### src/rtl/pwr_seq_pkg.sv
package pwr_seq_pkg;

  localparam int NUM_CH    = 33;
  localparam int DIRECT_CH = 11;
  localparam int NUM_REGS  = 4;

  localparam logic [4:0] ADDR_RESET = 5'h0C;
  localparam logic [4:0] ADDR_START = 5'h0D;
  localparam logic [4:0] ADDR_CTRL0 = 5'h08;

  typedef enum logic [1:0] {
    ST_DISABLED  = 2'd0,
    ST_WAIT_INIT = 2'd1,
    ST_READY     = 2'd2,
    ST_FAILED    = 2'd3
  } drv_state_e;

  typedef enum logic [1:0] {
    PH_IDLE, PH_SEND, PH_RESP, PH_HOLD
  } phase_e;

  // step numbering: 0 soft reset, 1 unlock, 2 power enable, 3..6 control regs
  localparam logic [2:0] STEP_RESET  = 3'd0;
  localparam logic [2:0] STEP_UNLOCK = 3'd1;
  localparam logic [2:0] STEP_POWER  = 3'd2;
  localparam logic [2:0] STEP_CTRL0  = 3'd3;
  localparam logic [2:0] STEP_CTRL3  = 3'd6;

  // channel source of control register r, bit b; -1 means constant zero
  function automatic int ctrl_src(int r, int b);
    int s;
    s = -1;
    case (r)
      0: case (b)
           7: s = 4;  6: s = 5;  5: s = 6;  4: s = 7;
           3: s = 8;  2: s = 23; default: s = -1;
         endcase
      1: case (b)
           7: s = 18; 6: s = 17; 3: s = 0;  2: s = 1;
           1: s = 2;  0: s = 3;  default: s = -1;
         endcase
      2: case (b)
           7: s = 25; 6: s = 24; 5: s = 19; 4: s = 17;
           3: s = 20; 2: s = 21; 1: s = 10; 0: s = 9;
           default: s = -1;
         endcase
      default: case (b)
           5: s = 31; 4: s = 30; 3: s = 29; 2: s = 28;
           1: s = 27; 0: s = 26; default: s = -1;
         endcase
    endcase
    return s;
  endfunction

  // parallel-gated channels carry their enable bit, the rest the request
  function automatic logic [NUM_CH-1:0] effective_state(
      logic [NUM_CH-1:0] req, logic [NUM_CH-1:0] mask);
    logic [NUM_CH-1:0] direct;
    direct = {{(NUM_CH-DIRECT_CH){1'b0}}, {DIRECT_CH{1'b1}}};
    return (req & ~direct) | (mask & direct);
  endfunction

  function automatic logic is_serial_channel(logic [5:0] idx);
    return (int'(idx) >= DIRECT_CH) && (int'(idx) < NUM_CH);
  endfunction

endpackage

### src/rtl/pwr_seq_timer.sv
module pwr_seq_timer #(
  parameter int LIMIT = 70
) (
  input  logic clk,
  input  logic rst_n,
  input  logic run,
  output logic expired
);
  localparam int CW = (LIMIT < 2) ? 1 : $clog2(LIMIT + 1);
  localparam logic [CW-1:0] LAST = CW'(LIMIT - 1);

  logic [CW-1:0] cnt;

  assign expired = run && (cnt == LAST);

  always_ff @(posedge clk or negedge rst_n) begin
    if (!rst_n)       cnt <= '0;
    else if (!run)    cnt <= '0;
    else if (expired) cnt <= '0;
    else              cnt <= cnt + 1'b1;
  end
endmodule

### src/rtl/pwr_seq_mapper.sv
module pwr_seq_mapper
  import pwr_seq_pkg::*;
(
  input  logic [NUM_CH-1:0]           state_i,
  output logic [NUM_REGS-1:0][7:0]    fields_o
);
  for (genvar r = 0; r < NUM_REGS; r++) begin : g_reg
    for (genvar b = 0; b < 8; b++) begin : g_bit
      localparam int SRC = ctrl_src(r, b);
      if (SRC < 0) begin : g_zero
        assign fields_o[r][b] = 1'b0;
      end else begin : g_tap
        assign fields_o[r][b] = state_i[SRC];
      end
    end
  end
endmodule

### src/rtl/pwr_seq_wake.sv
module pwr_seq_wake
  import pwr_seq_pkg::*;
(
  input  logic       wr_valid_i,
  input  logic [5:0] wr_idx_i,
  output logic       wake_o
);
  assign wake_o = wr_valid_i && is_serial_channel(wr_idx_i);
endmodule

### src/rtl/pwr_refresh_seq.sv
module pwr_refresh_seq
  import pwr_seq_pkg::*;
#(
  parameter int CLK_PER_MS = 250000,
  parameter int RESET_MS   = 3,
  parameter int REFRESH_MS = 7
) (
  input  logic        clk,
  input  logic        rst_n,
  input  logic        start_i,
  input  logic        reinit_i,
  input  logic        wr_valid_i,
  input  logic [5:0]  wr_idx_i,
  input  logic [32:0] req_state_i,
  input  logic [32:0] oe_mask_i,
  output logic        cmd_valid_o,
  input  logic        cmd_ready_i,
  output logic [4:0]  cmd_addr_o,
  output logic [7:0]  cmd_data_o,
  input  logic        rsp_valid_i,
  input  logic        rsp_err_i,
  output logic [1:0]  drv_state_o,
  output logic [32:0] sent_state_o
);
  localparam int HOLD_CYC = CLK_PER_MS * RESET_MS;
  localparam int PER_CYC  = CLK_PER_MS * REFRESH_MS;

  drv_state_e          state;
  phase_e              ph;
  logic [2:0]          step;
  logic                need_init;
  logic                pending;
  logic [NUM_CH-1:0]   snap;
  logic [NUM_CH-1:0]   sent;
  logic [NUM_CH-1:0]   eff;
  logic [NUM_REGS-1:0][7:0] fields;
  logic [2:0]          rel;

  // named internal events
  logic wake_ev, per_exp, hold_exp;
  logic ev_accept, ev_rsp, ev_ok, ev_err;
  logic burst_done, burst_abort, init_fail;
  logic init_start, burst_start;
  logic idle_ready;

  assign eff = effective_state(req_state_i, oe_mask_i);

  pwr_seq_wake u_wake (
    .wr_valid_i (wr_valid_i),
    .wr_idx_i   (wr_idx_i),
    .wake_o     (wake_ev)
  );

  pwr_seq_mapper u_map (
    .state_i  (snap),
    .fields_o (fields)
  );

  pwr_seq_timer #(.LIMIT(HOLD_CYC)) u_hold (
    .clk     (clk),
    .rst_n   (rst_n),
    .run     (ph == PH_HOLD),
    .expired (hold_exp)
  );

  assign idle_ready = (state == ST_READY) && (ph == PH_IDLE);

  pwr_seq_timer #(.LIMIT(PER_CYC)) u_period (
    .clk     (clk),
    .rst_n   (rst_n),
    .run     (idle_ready && !need_init),
    .expired (per_exp)
  );

  assign ev_accept   = cmd_valid_o && cmd_ready_i;
  assign ev_rsp      = (ph == PH_RESP) && rsp_valid_i;
  assign ev_ok       = ev_rsp && !rsp_err_i;
  assign ev_err      = ev_rsp && rsp_err_i;
  assign burst_done  = ev_ok  && (step == STEP_CTRL3);
  assign burst_abort = ev_err && (step >= STEP_CTRL0);
  assign init_fail   = ev_err && (step <  STEP_CTRL0);
  assign init_start  = idle_ready && need_init;
  assign burst_start = (idle_ready && !need_init && pending) ||
                       ((state == ST_READY) && ev_ok && (step == STEP_POWER));

  // command encoding
  assign rel         = step - STEP_CTRL0;
  assign cmd_valid_o = (ph == PH_SEND);
  always_comb begin
    cmd_addr_o = ADDR_CTRL0 + {3'b000, rel[1:0]};
    cmd_data_o = fields[rel[1:0]];
    case (step)
      STEP_RESET:  begin cmd_addr_o = ADDR_RESET; cmd_data_o = 8'h02; end
      STEP_UNLOCK: begin cmd_addr_o = ADDR_RESET; cmd_data_o = 8'h00; end
      STEP_POWER:  begin cmd_addr_o = ADDR_START; cmd_data_o = 8'h02; end
      default: ;
    endcase
  end

  always_ff @(posedge clk or negedge rst_n) begin
    if (!rst_n) begin
      state     <= ST_DISABLED;
      ph        <= PH_IDLE;
      step      <= STEP_RESET;
      need_init <= 1'b0;
      pending   <= 1'b0;
      snap      <= '0;
      sent      <= '0;
    end else begin
      if (state == ST_READY) begin
        need_init <= (need_init && !init_start) || reinit_i;
        pending   <= (pending && !burst_start) || wake_ev || per_exp;
      end else begin
        need_init <= 1'b0;
        pending   <= 1'b0;
      end

      case (state)
        ST_DISABLED, ST_FAILED: begin
          if (start_i) begin
            state <= ST_WAIT_INIT;
            step  <= STEP_RESET;
            ph    <= PH_SEND;
          end
        end

        ST_WAIT_INIT: begin
          case (ph)
            PH_SEND: if (ev_accept) ph <= PH_RESP;
            PH_RESP: begin
              if (ev_err) begin
                state <= ST_FAILED;
                ph    <= PH_IDLE;
              end else if (ev_ok) begin
                ph <= PH_HOLD;
              end
            end
            PH_HOLD: begin
              if (hold_exp) begin
                state     <= ST_READY;
                ph        <= PH_IDLE;
                need_init <= 1'b1;
              end
            end
            default: ph <= PH_IDLE;
          endcase
        end

        default: begin // ST_READY
          case (ph)
            PH_IDLE: begin
              if (need_init) begin
                step <= STEP_UNLOCK;
                ph   <= PH_SEND;
              end else if (pending) begin
                snap <= eff;
                step <= STEP_CTRL0;
                ph   <= PH_SEND;
              end
            end
            PH_SEND: if (ev_accept) ph <= PH_RESP;
            PH_RESP: begin
              if (ev_err) begin
                ph <= PH_IDLE;
                if (step < STEP_CTRL0) state <= ST_FAILED;
              end else if (ev_ok) begin
                if (step == STEP_CTRL3) begin
                  sent <= snap;
                  ph   <= PH_IDLE;
                end else if (step == STEP_POWER) begin
                  snap <= eff;
                  step <= STEP_CTRL0;
                  ph   <= PH_SEND;
                end else begin
                  step <= step + 3'd1;
                  ph   <= PH_SEND;
                end
              end
            end
            default: ph <= PH_IDLE;
          endcase
        end
      endcase
    end
  end

  assign drv_state_o  = state;
  assign sent_state_o = sent;

endmodule

### config.mk
export PLATFORM = sky130hd
export DESIGN_NAME = pwr_refresh_seq
export DESIGN_NICKNAME = d
export VERILOG_FILES = /design/src/rtl/pwr_seq_pkg.sv /design/src/rtl/pwr_seq_timer.sv /design/src/rtl/pwr_seq_mapper.sv /design/src/rtl/pwr_seq_wake.sv /design/src/rtl/pwr_refresh_seq.sv
export SDC_FILE = /design/constraint.sdc
export NUM_CORES = 1
export LEC_CHECK = 0
export ABC_AREA = 1
export BUFFER_PORTS_ARGS = -buffer_cell sky130_fd_sc_hd__buf_2
export CORE_UTILIZATION = 35
export CTS_BUF_LIST = sky130_fd_sc_hd__clkbuf_4
export CTS_CLUSTER_DIAMETER = 50
export CTS_CLUSTER_SIZE = 10
export DETAILED_ROUTE_END_ITERATION = 16
export SKIP_LAST_GASP = 1
export SLEW_MARGIN = 20
export SYNTH_ARGS = -nofsm -noshare
export SYNTH_HDL_FRONTEND = slang
export SYNTH_SLANG_ARGS = --single-unit
### constraint.sdc
create_clock -name clk -period 2.29 [get_ports clk]
set_input_delay 0.1145 -clock clk [delete_from_list [all_inputs] [get_ports clk]]
set_output_delay 0.1145 -clock clk [all_outputs]
set_load 0.02 [all_outputs]
Yosys cells after proc, flatten, opt, wreduce, memory -nomap -nowiden --
Index checks and enable logic that the tools add are counted.
Operators by class: reduce and logical (&&, ||, !) cells 40, $add $sub $neg 5, multiplexer cells 49, eq/ne operators 29, bitwise gates (word level) 4, magnitude comparators 4
Operators with widths (number):
- two-way mux 33 bit | 6
- case mux 33 bit (2 select lines) | 1
- two-way mux 21 bit | 2
- two-way mux 20 bit | 2
- OR 33 x 11 -> 33 bit | 1
- two-way mux 2 bit | 14
- adder 21 x 1 -> 21 bit, second input constant | 1
- == test 21 bit, second input constant | 1
- two-way mux 3 bit | 7
- adder 20 x 1 -> 20 bit, second input constant | 1
- == test 20 bit, second input constant | 1
- binary-select mux 8 bit (select 2 bit) | 1
- logical AND 1 bit | 16
- case mux 8 bit (2 select lines) | 1
- != test 3 x 2 -> 1 bit, second input constant | 5
- AND reduction 7 bit | 2
- != test 2 bit, second input constant | 6
- case mux 2 bit (2 select lines) | 3
- case mux 2 bit (3 select lines) | 2
- case mux 3 bit (2 select lines) | 2
- case mux 5 bit (2 select lines) | 1
- AND reduction 5 bit | 2
- nonzero test 3 bit | 3
- == test 2 bit, second input constant | 4
- 27 further kinds | 46
Word-level totals: logic and storage cells 140, output and inout port bits 49, input port bits 80, flip-flop bits (word level) 116

Depth between registers and ports, before layout --
Gate-level depths: netlist of run 1.
depth in word-level cells 11, depth in mapped cells 12, depth with buffers taken out 11

Modules after synthesis --
From an unflattened synthesis of run 1, not the netlist that was laid out.
Second synthesis, totals: cells, all modules 866, area total of the unflattened synthesis 6720.2 sq um
Modules (own cells, without submodules):
- pwr_refresh_seq | area each 3955.0 sq um, cells each 497, seq. area each 1876.8 sq um, times used 1
- pwr_seq_timer (u_period) | area each 1296.2 sq um, cells each 173, seq. area each 525.5 sq um, times used 1
- pwr_seq_timer (u_hold) | area each 1171.1 sq um, cells each 151, seq. area each 500.5 sq um, times used 1
- pwr_seq_mapper | area each 244.0 sq um, cells each 33, seq. area each 0.0 sq um, times used 1
- pwr_seq_wake | area each 53.8 sq um, cells each 12, seq. area each 0.0 sq um, times used 1

Least setup slack after synthesis of run 1 --
OpenSTA, ideal clock, no wires.
path type register to output, start reg step[0], end out cmd_data_o[2], cell stages (with the launch flop) 9, path buffers 1, arrival time 1788 ps, required time 2176 ps, path slack 387 ps, cell sequence dfrtp_1 -> buf_2 -> inv_1 -> ha_1 -> inv_1 -> nand2_1 -> inv_1 -> nand2_1 -> a31oi_1
Between the ends: cells in the longest elaborated chain, start to end 4, elaborated cells between the ends (all ways) 8, classes of those cells add/sub (1); eq/ne (2); mux (3); reduce/logical (2)
RTL lines:
- from (decl) | line pwr_refresh_seq.sv:30 | logic [2:0] step;
- from (signal assigned) | line pwr_refresh_seq.sv:175 | step <= step + 3'd1;
- subtractor 2 bit | line pwr_refresh_seq.sv:87 | assign rel = step - STEP_CTRL0;
- binary-select mux 8 bit (select 2 bit) | line pwr_refresh_seq.sv:91 | cmd_data_o = fields[rel[1:0]];
- two-way mux 8 bit (implied by the code) | line pwr_refresh_seq.sv:91
- case mux 8 bit (2 select lines) * | line pwr_refresh_seq.sv:92 | case (step)
- to (decl) | line pwr_refresh_seq.sv:19 | output logic [7:0] cmd_data_o,
Every way passes the cells marked *; elsewhere a longest branch is shown, timed or not. The select of a mux whose other input is x is not followed.

Final worst setup path of run 1 --
Ends and elaborated chain as after synthesis.

==> results.yml, run 1 <==
run_status:
  outcome: "finished clean"
worst_hold_path:
  hold_class: "primary input to flip-flop"
  hp-start: "wr_idx_i[5]"
sta:
  worst_pin_slew_ps: 627
  clock_skew_ps: 20.2
  finalHoldViolations: 0
  setup_viol: 0
  fmax_mhz: 466
  rsz0062_at_grt: "true"
  finalMaxSlewViolations: 0
  post-route-period-util_pct: 93.8
  slew_headroom_pct: 58.0
  finalCriticalPeriod_ps: 2150
routing:
  drc_errors: 0
  vias_per_cell: 4.63
  ant_nets: 0
  drt_wl_total_mm: 14.6
  dr_total_vias: 5254
  drtIter0Drc: 197
  wire_per_inst_um: 12.8
  first_pass_iters: 6
setup_path:
  end_kind: "primary output"
  path_cells: "inv_4 -> ha_4 -> inv_4 -> buf_4 -> a21oi_1 -> o21ai_0 -> a31oi_1 -> buf_4"
  cp_max_fo: 6
  critPathTopFamily: "buffers and inverters"
  cp_slowest_cell: "dfrtp_1"
  worstSetupPathType: "flip-flop to primary output"
  start_kind: "flip-flop"
  max_stage_delay_ps: 420
  r2r_start: "ph[0]$_DFFE_PN0P_"
  critPathRequiredTime_ps: 2180
  arrival_ps: 2030
  crit_start: "step[0]$_DFFE_PN0P_"
  path_buf_inv: 4
yosys:
  netlist_area_um2: 5990
  synth_xor_area_share_pct: 2.19
  synth_top_family_by_area: "simple AND/OR/NAND/NOR gates"
  seq_area_frac_synth_pct: 48.4
  synth.distinct_cells: 30
  avgSynthCellArea_um2: 7.92
  ys.flop_type: "dfrtp_1"
  yosysTopAreaCell: "dfrtp_1"
  yosys.area.top_type_share_pct: 48.4
  synth_fp_nets: 850
  synthMuxAreaShare_pct: 0
  synth_compound_area_share_pct: 12.7
  synth-seq-cells: 116
  synthAdderAreaFrac_pct: 2.71
  ys_top_cells_by_area: "dfrtp_1, nand2_1, nor2_1"
  synth-simple-area-share_pct: 25.2
  synth_edf_count: 0
  synthArstFlopShare_pct: 100
  synth_cells: 757
  yosysWarningCount: 0
floorplan:
  start_util_pct: 36.0
  pin_count: 129
  rows: 47
  dieHeight_um: 133
  core_um2: 16600
  die_w_um: 133
  die_area_um2: 17700
global_routing:
  use_met2_pct: 28.2
  met3_usage_pct: 4.87
  overflow: 0
  grt.total_usage_pct: 17.7
  grt_start_max_net_pins: 67
  use_met1_pct: 23.1
  grt-busiest-layer: "met2"
  grt_pass1_vias: 5013
  antenna_found_initial: 1
  grt_pass1_wl_mm: 24.5
cts:
  htree_levels: 4
  cts_buffer_depth: 2
  cts_tree: "yes"
  clkTransAtPathRegs_ps: 110
  clk-insertion-delay-late_ps: 520
  clock-sinks: 116
  root_buffer: "clkbuf_4"
  cts_inserted_buffers: 17
pwr:
  leakagePower_nw: 3.67
  ir_drop_mv: 0.358
  p_total_mw: 6.71
  power_density_nw_per_um2: 902
cells_and_area:
  areaGrowthSynthToFinish_pct: 24.0
  stdcell_count: 1136
  drive_gt1_share_pct: 21.7
  fin_nets: 995
  fill_cells: 1704
flow_run:
  drv_cap: 0
placed_design:
  hpwlAfterDp_mm: 10.5
  io_buffers: 93
  place_congestion: 0.886
  dpl.cell_count: 1060
## state kept, by name, summed over array words and instances, names as in the netlist
name / count
pending: 1
step: 3
snap: 33
u_period.cnt: 21
sent_state_o: 33
drv_state_o: 2
ph: 2
u_hold.cnt: 20
need_init: 1
## placed cells by master (no fill, tap or decap), types with 2 or more instances in the layout
master         netlist  layout
nand2_1            168     168
dfrtp_1            116     116
nor2_1             113     111
inv_1              104     100
buf_2                2      88
o21ai_0             64      61
dlygate4sd3_1        0      39
nand3_1             37      37
a21oi_2             33      34
a21oi_1             19      18
clkbuf_4             0      17
buf_4                3      16
nand4_1             15      15
nor3_1              13      13
nor2_2              10      12
ha_1                13      12
xor2_1              10      10
clkinv_4             0       7
xnor2_1              5       5
or2_2                4       4
clkinv_2             0       4
clkinvlp_4           0       3
o22ai_1              2       2
o211ai_1             2       2
inv_4                0       2
o21ai_2              0       2
inv_2                0       2
conb_1               2       2
buf_12               0       2
## cell type report
class,count,area (µm²),share of cell area (%)
clock buffers,17,128,1.72
diodes,1,2.50,0.0337
flip-flops and latches,116,2900,39.0
well taps,220,275,3.70
inverters,104,395,5.32
multi-input cells,517,2620,35.2
repair buffers,146,1000,13.5
clock inverters,15,113,1.51
## cells by family (layout without fill, tap and decap cells)
family                     after synthesis  after routing
adders and majority gates               13             13
buffers and inverters                  124            282
and+or+nand+nor                        363            363
xor gates and xnor gates                15             15
DFF                                    116            116
other                                    2              3
AOI/OAI and AO/OA                      124            124
## worst register-to-register path, delay by kind of cell, from the launching register on
| kind | cells | cell delay, ps |
|---|---|---|
| compound gates | 2 | 290 |
| fa+ha+maj | 1 | 310 |
| buf+inv | 2 | 430 |
| flops | 1 | 430 |
| simple gates | 4 | 580 |
## worst paths after layout
check | to | slack, ps | cells after the start
hold / removal | pending$_DFF_PN0_ | 50 | 6
max in group asynchronous | u_hold.cnt[13]$_DFF_PN0_ | 1130 | 3
min in group asynchronous | u_period.cnt[13]$_DFF_PN0_ | 140 | 3
setup reg to reg | snap[28]$_DFFE_PN0P_ | 180 | 9
hold reg to reg | u_hold.cnt[0]$_DFF_PN0_ | 470 | 1
setup / recovery | cmd_data_o[2] | 140 | 8
## stage by stage
stage | area (µm²) | hold slack, ps | setup TNS (ps) | utilization, % | setup WS (ps)
2_1_floorplan | 5990 | -181 | 0 | - | 387
3_3_place_gp | 6720 | 1.74 | 0 | 40.4 | 113
3_5_place_dp | 6720 | 3.68 | 0 | 40.4 | 29.4
4_1_cts | 7400 | 11.2 | 0 | 44.5 | 4.66
5_1_grt | 7440 | 61.3 | -91.0 | 44.7 | -45.7
6_report | 7440 | 47.9 | 0 | 44.7 | 143
## Yosys cell counts, types with 3 or more instances
library cell / count
a21oi_1: 19
a21oi_2: 33
buf_4: 3
buf_6: 5
clkbuf_1: 7
dfrtp_1: 116
ha_1: 13
inv_1: 104
nand2_1: 168
nand3_1: 37
nand4_1: 15
nor2_1: 113
nor2_2: 10
nor3_1: 13
o21ai_0: 64
or2_2: 4
xnor2_1: 5
xor2_1: 10
## repair_timing
action                                  in CTS  in global routing
gates resized for setup                     13                  9
pin swaps                                    0                  0
hold buffers                                39                  0
endpoints found under the setup margin       9                 23
buffers inserted                             3                  1
endpoints found under the hold margin      155                  0
## layer usage
| layer | up-vias | part of all wire [%] |
|---|---|---|
| met3 | 11 | 4.1 |
| li1 | 2698 | - |
| met4 | 0 | 1.3 |
| met2 | 89 | 47 |
| met5 | - | 0 |
| met1 | 2456 | 47 |
## power by group
group	switching, mW	total (mW)	internal (mW)
Sequential	0.183	2.55	2.37
Clock	0.855	1.29	0.432
Combinational	1.82	2.87	1.05
(Power assumes the default switching activity.)
==> run 2: changes to the inputs <==
--- a/config.mk
+++ b/config.mk
@@ -7,6 +7,7 @@
 export LEC_CHECK = 0
 export ABC_AREA = 1
 export BUFFER_PORTS_ARGS = -buffer_cell sky130_fd_sc_hd__buf_2
+export CORE_ASPECT_RATIO = 0.8
 export CORE_UTILIZATION = 35
 export CTS_BUF_LIST = sky130_fd_sc_hd__clkbuf_4
 export CTS_CLUSTER_DIAMETER = 50
==> results.yml, run 2 (synthesis gave the netlist of run 1 again) <==
run_status:
  outcome: "finished clean"
sta:
  post-route-period-util_pct: 93.2
  worst_pin_slew_ps: 642
  clock_skew_ps: 19.0
  setup_viol: 0
  whs_ps: 65.6
  fmax_mhz: 469
  finalMaxSlewViolations: 0
  slew_headroom_pct: 57.2
  finalHoldViolations: 0
  finalSetupTns_ps: 0
  finalCriticalPeriod_ps: 2130
cts:
  cts_buffer_depth: 2
  root_buffer: "clkbuf_4"
  htree_levels: 4
  clk-insertion-delay-late_ps: 490
  cts_tree: "yes"
  clkTransAtPathRegs_ps: 110
  post_cts.repair.setup_buffers: 0
  clock-sinks: 116
  cts_inserted_buffers: 17
pwr:
  leakagePower_nw: 3.66
  ir_drop_mv: 0.495
  power_density_nw_per_um2: 915
  p_total_mw: 6.78
setup_path:
  r2r_start: "ph[0]$_DFFE_PN0P_"
  arrival_ps: 2020
  r2r-end: "snap[27]$_DFFE_PN0P_"
  end_kind: "primary output"
  r2r_setup_slack_ps: 290
  worst_r2r_path_depth: 10
  start_kind: "flip-flop"
  worstSetupPathType: "flip-flop to primary output"
  critPathRequiredTime_ps: 2180
  cp_max_fo: 8
global_routing:
  grt.total_usage_pct: 17.2
  overflow: 0
  grt-busiest-layer: "met1"
  antenna_found_initial: 1
  grt_pass1_wl_mm: 24.1
  grt_start_max_net_pins: 74
  use_met1_pct: 25.3
  use_met2_pct: 25.2
  met3_usage_pct: 3.79
  grt_pass1_vias: 4928
routing:
  vias_per_cell: 4.56
  drt_wl_total_mm: 14.3
  drtIter0Drc: 310
  dr_total_vias: 5143
  wire_per_inst_um: 12.7
  drc_errors: 0
  ant_nets: 0
  first_pass_iters: 5
floorplan:
  pin_count: 129
  core_um2: 16700
  start_util_pct: 36.0
  dieHeight_um: 119
  rows: 42
  die_w_um: 148
  die_area_um2: 17700
cells_and_area:
  fin_nets: 987
  drive_gt1_share_pct: 21.1
  layout_commonest_cell: "nand2_1"
  areaGrowthSynthToFinish_pct: 23.6
  layout_common_cells: "nand2_1, dfrtp_1, nor2_1"
worst_hold_path:
  hp-start: "rsp_valid_i"
  hold_end: "ph[1]$_DFFE_PN0P_"
  hold_class: "primary input to flip-flop"
  holdPathStages: 5
placed_design:
  place_congestion: 0.853
  hpwlAfterDp_mm: 10.1
  io_buffers: 93
flow_run:
  drv_cap: 0
-- run 2: what timing repair did --
item | in CTS | in global routing
cloned | 0 | 0
endpoints found under the hold margin | 151 | 0
setup endpoints to repair | 16 | 9
resized for setup | 9 | 5
hold buffers | 36 | 0
-- run 2: worst max path at each step --
stage | slack [ps] | start | to
global route | -2 | step[1]$_DFFE_PN0P_ | cmd_data_o[2]
CTS | 5 | step[1]$_DFFE_PN0P_ | cmd_data_o[2]
detailed placement | -30 | ph[0]$_DFFE_PN0P_ | u_period.cnt[8]$_DFF_PN0_
finish | 160 | step[1]$_DFFE_PN0P_ | cmd_data_o[2]
floorplan | 390 | step[0]$_DFFE_PN0P_ | cmd_data_o[2]
global placement | 60 | ph[0]$_DFFE_PN0P_ | u_period.cnt[8]$_DFF_PN0_
-- run 2: cell type report --
class                   instances  area (µm²)
diodes                          1        2.50
clock buffers                  17         128
clock inverters                15         156
fillers                      1653        9250
inverters                     104         393
multi-input cells             517        2610
flip-flops and latches        116        2900
well taps                     220         275
repair buffers                138         946
-- run 2: per-stage QoR --
| step | worst slack (ps) | instances | util, % | area [µm²] |
|---|---|---|---|---|
| 3_5_place_dp | -32.0 | 1059 | 40.4 | 6720 |
| 3_3_place_gp | 62.1 | 1059 | 40.4 | 6720 |
| 6_report | 157 | 1128 | 44.5 | 7410 |
| 2_1_floorplan | 387 | 757 | - | 5990 |
| 5_1_grt | -1.86 | 1128 | 44.5 | 7410 |
| 4_1_cts | 5.27 | 1127 | 44.3 | 7380 |
-- run 2: worst max-delay path: stages, from the launching register on --
cell and delay [ps]:
dfrtp_1 430, inv_1 150, ha_4 240, inv_4 100, nand2_1 100, inv_2 90, nand2_1 50, a31oi_1 200
buf_4 180
-- run 2: layer usage --
layer  share of wire, %  vias to the layer above
met2                 44                       83
met1                 52                     2376
met4               0.85                        0
met3                3.5                        6
met5                  0                        -
li1                   -                     2678
-- run 2: report_power, final --
group / internal [mW] / switching (mW)
clock: 0.656 / 0.835
combinational: 0.961 / 1.77
sequential: 2.37 / 0.192
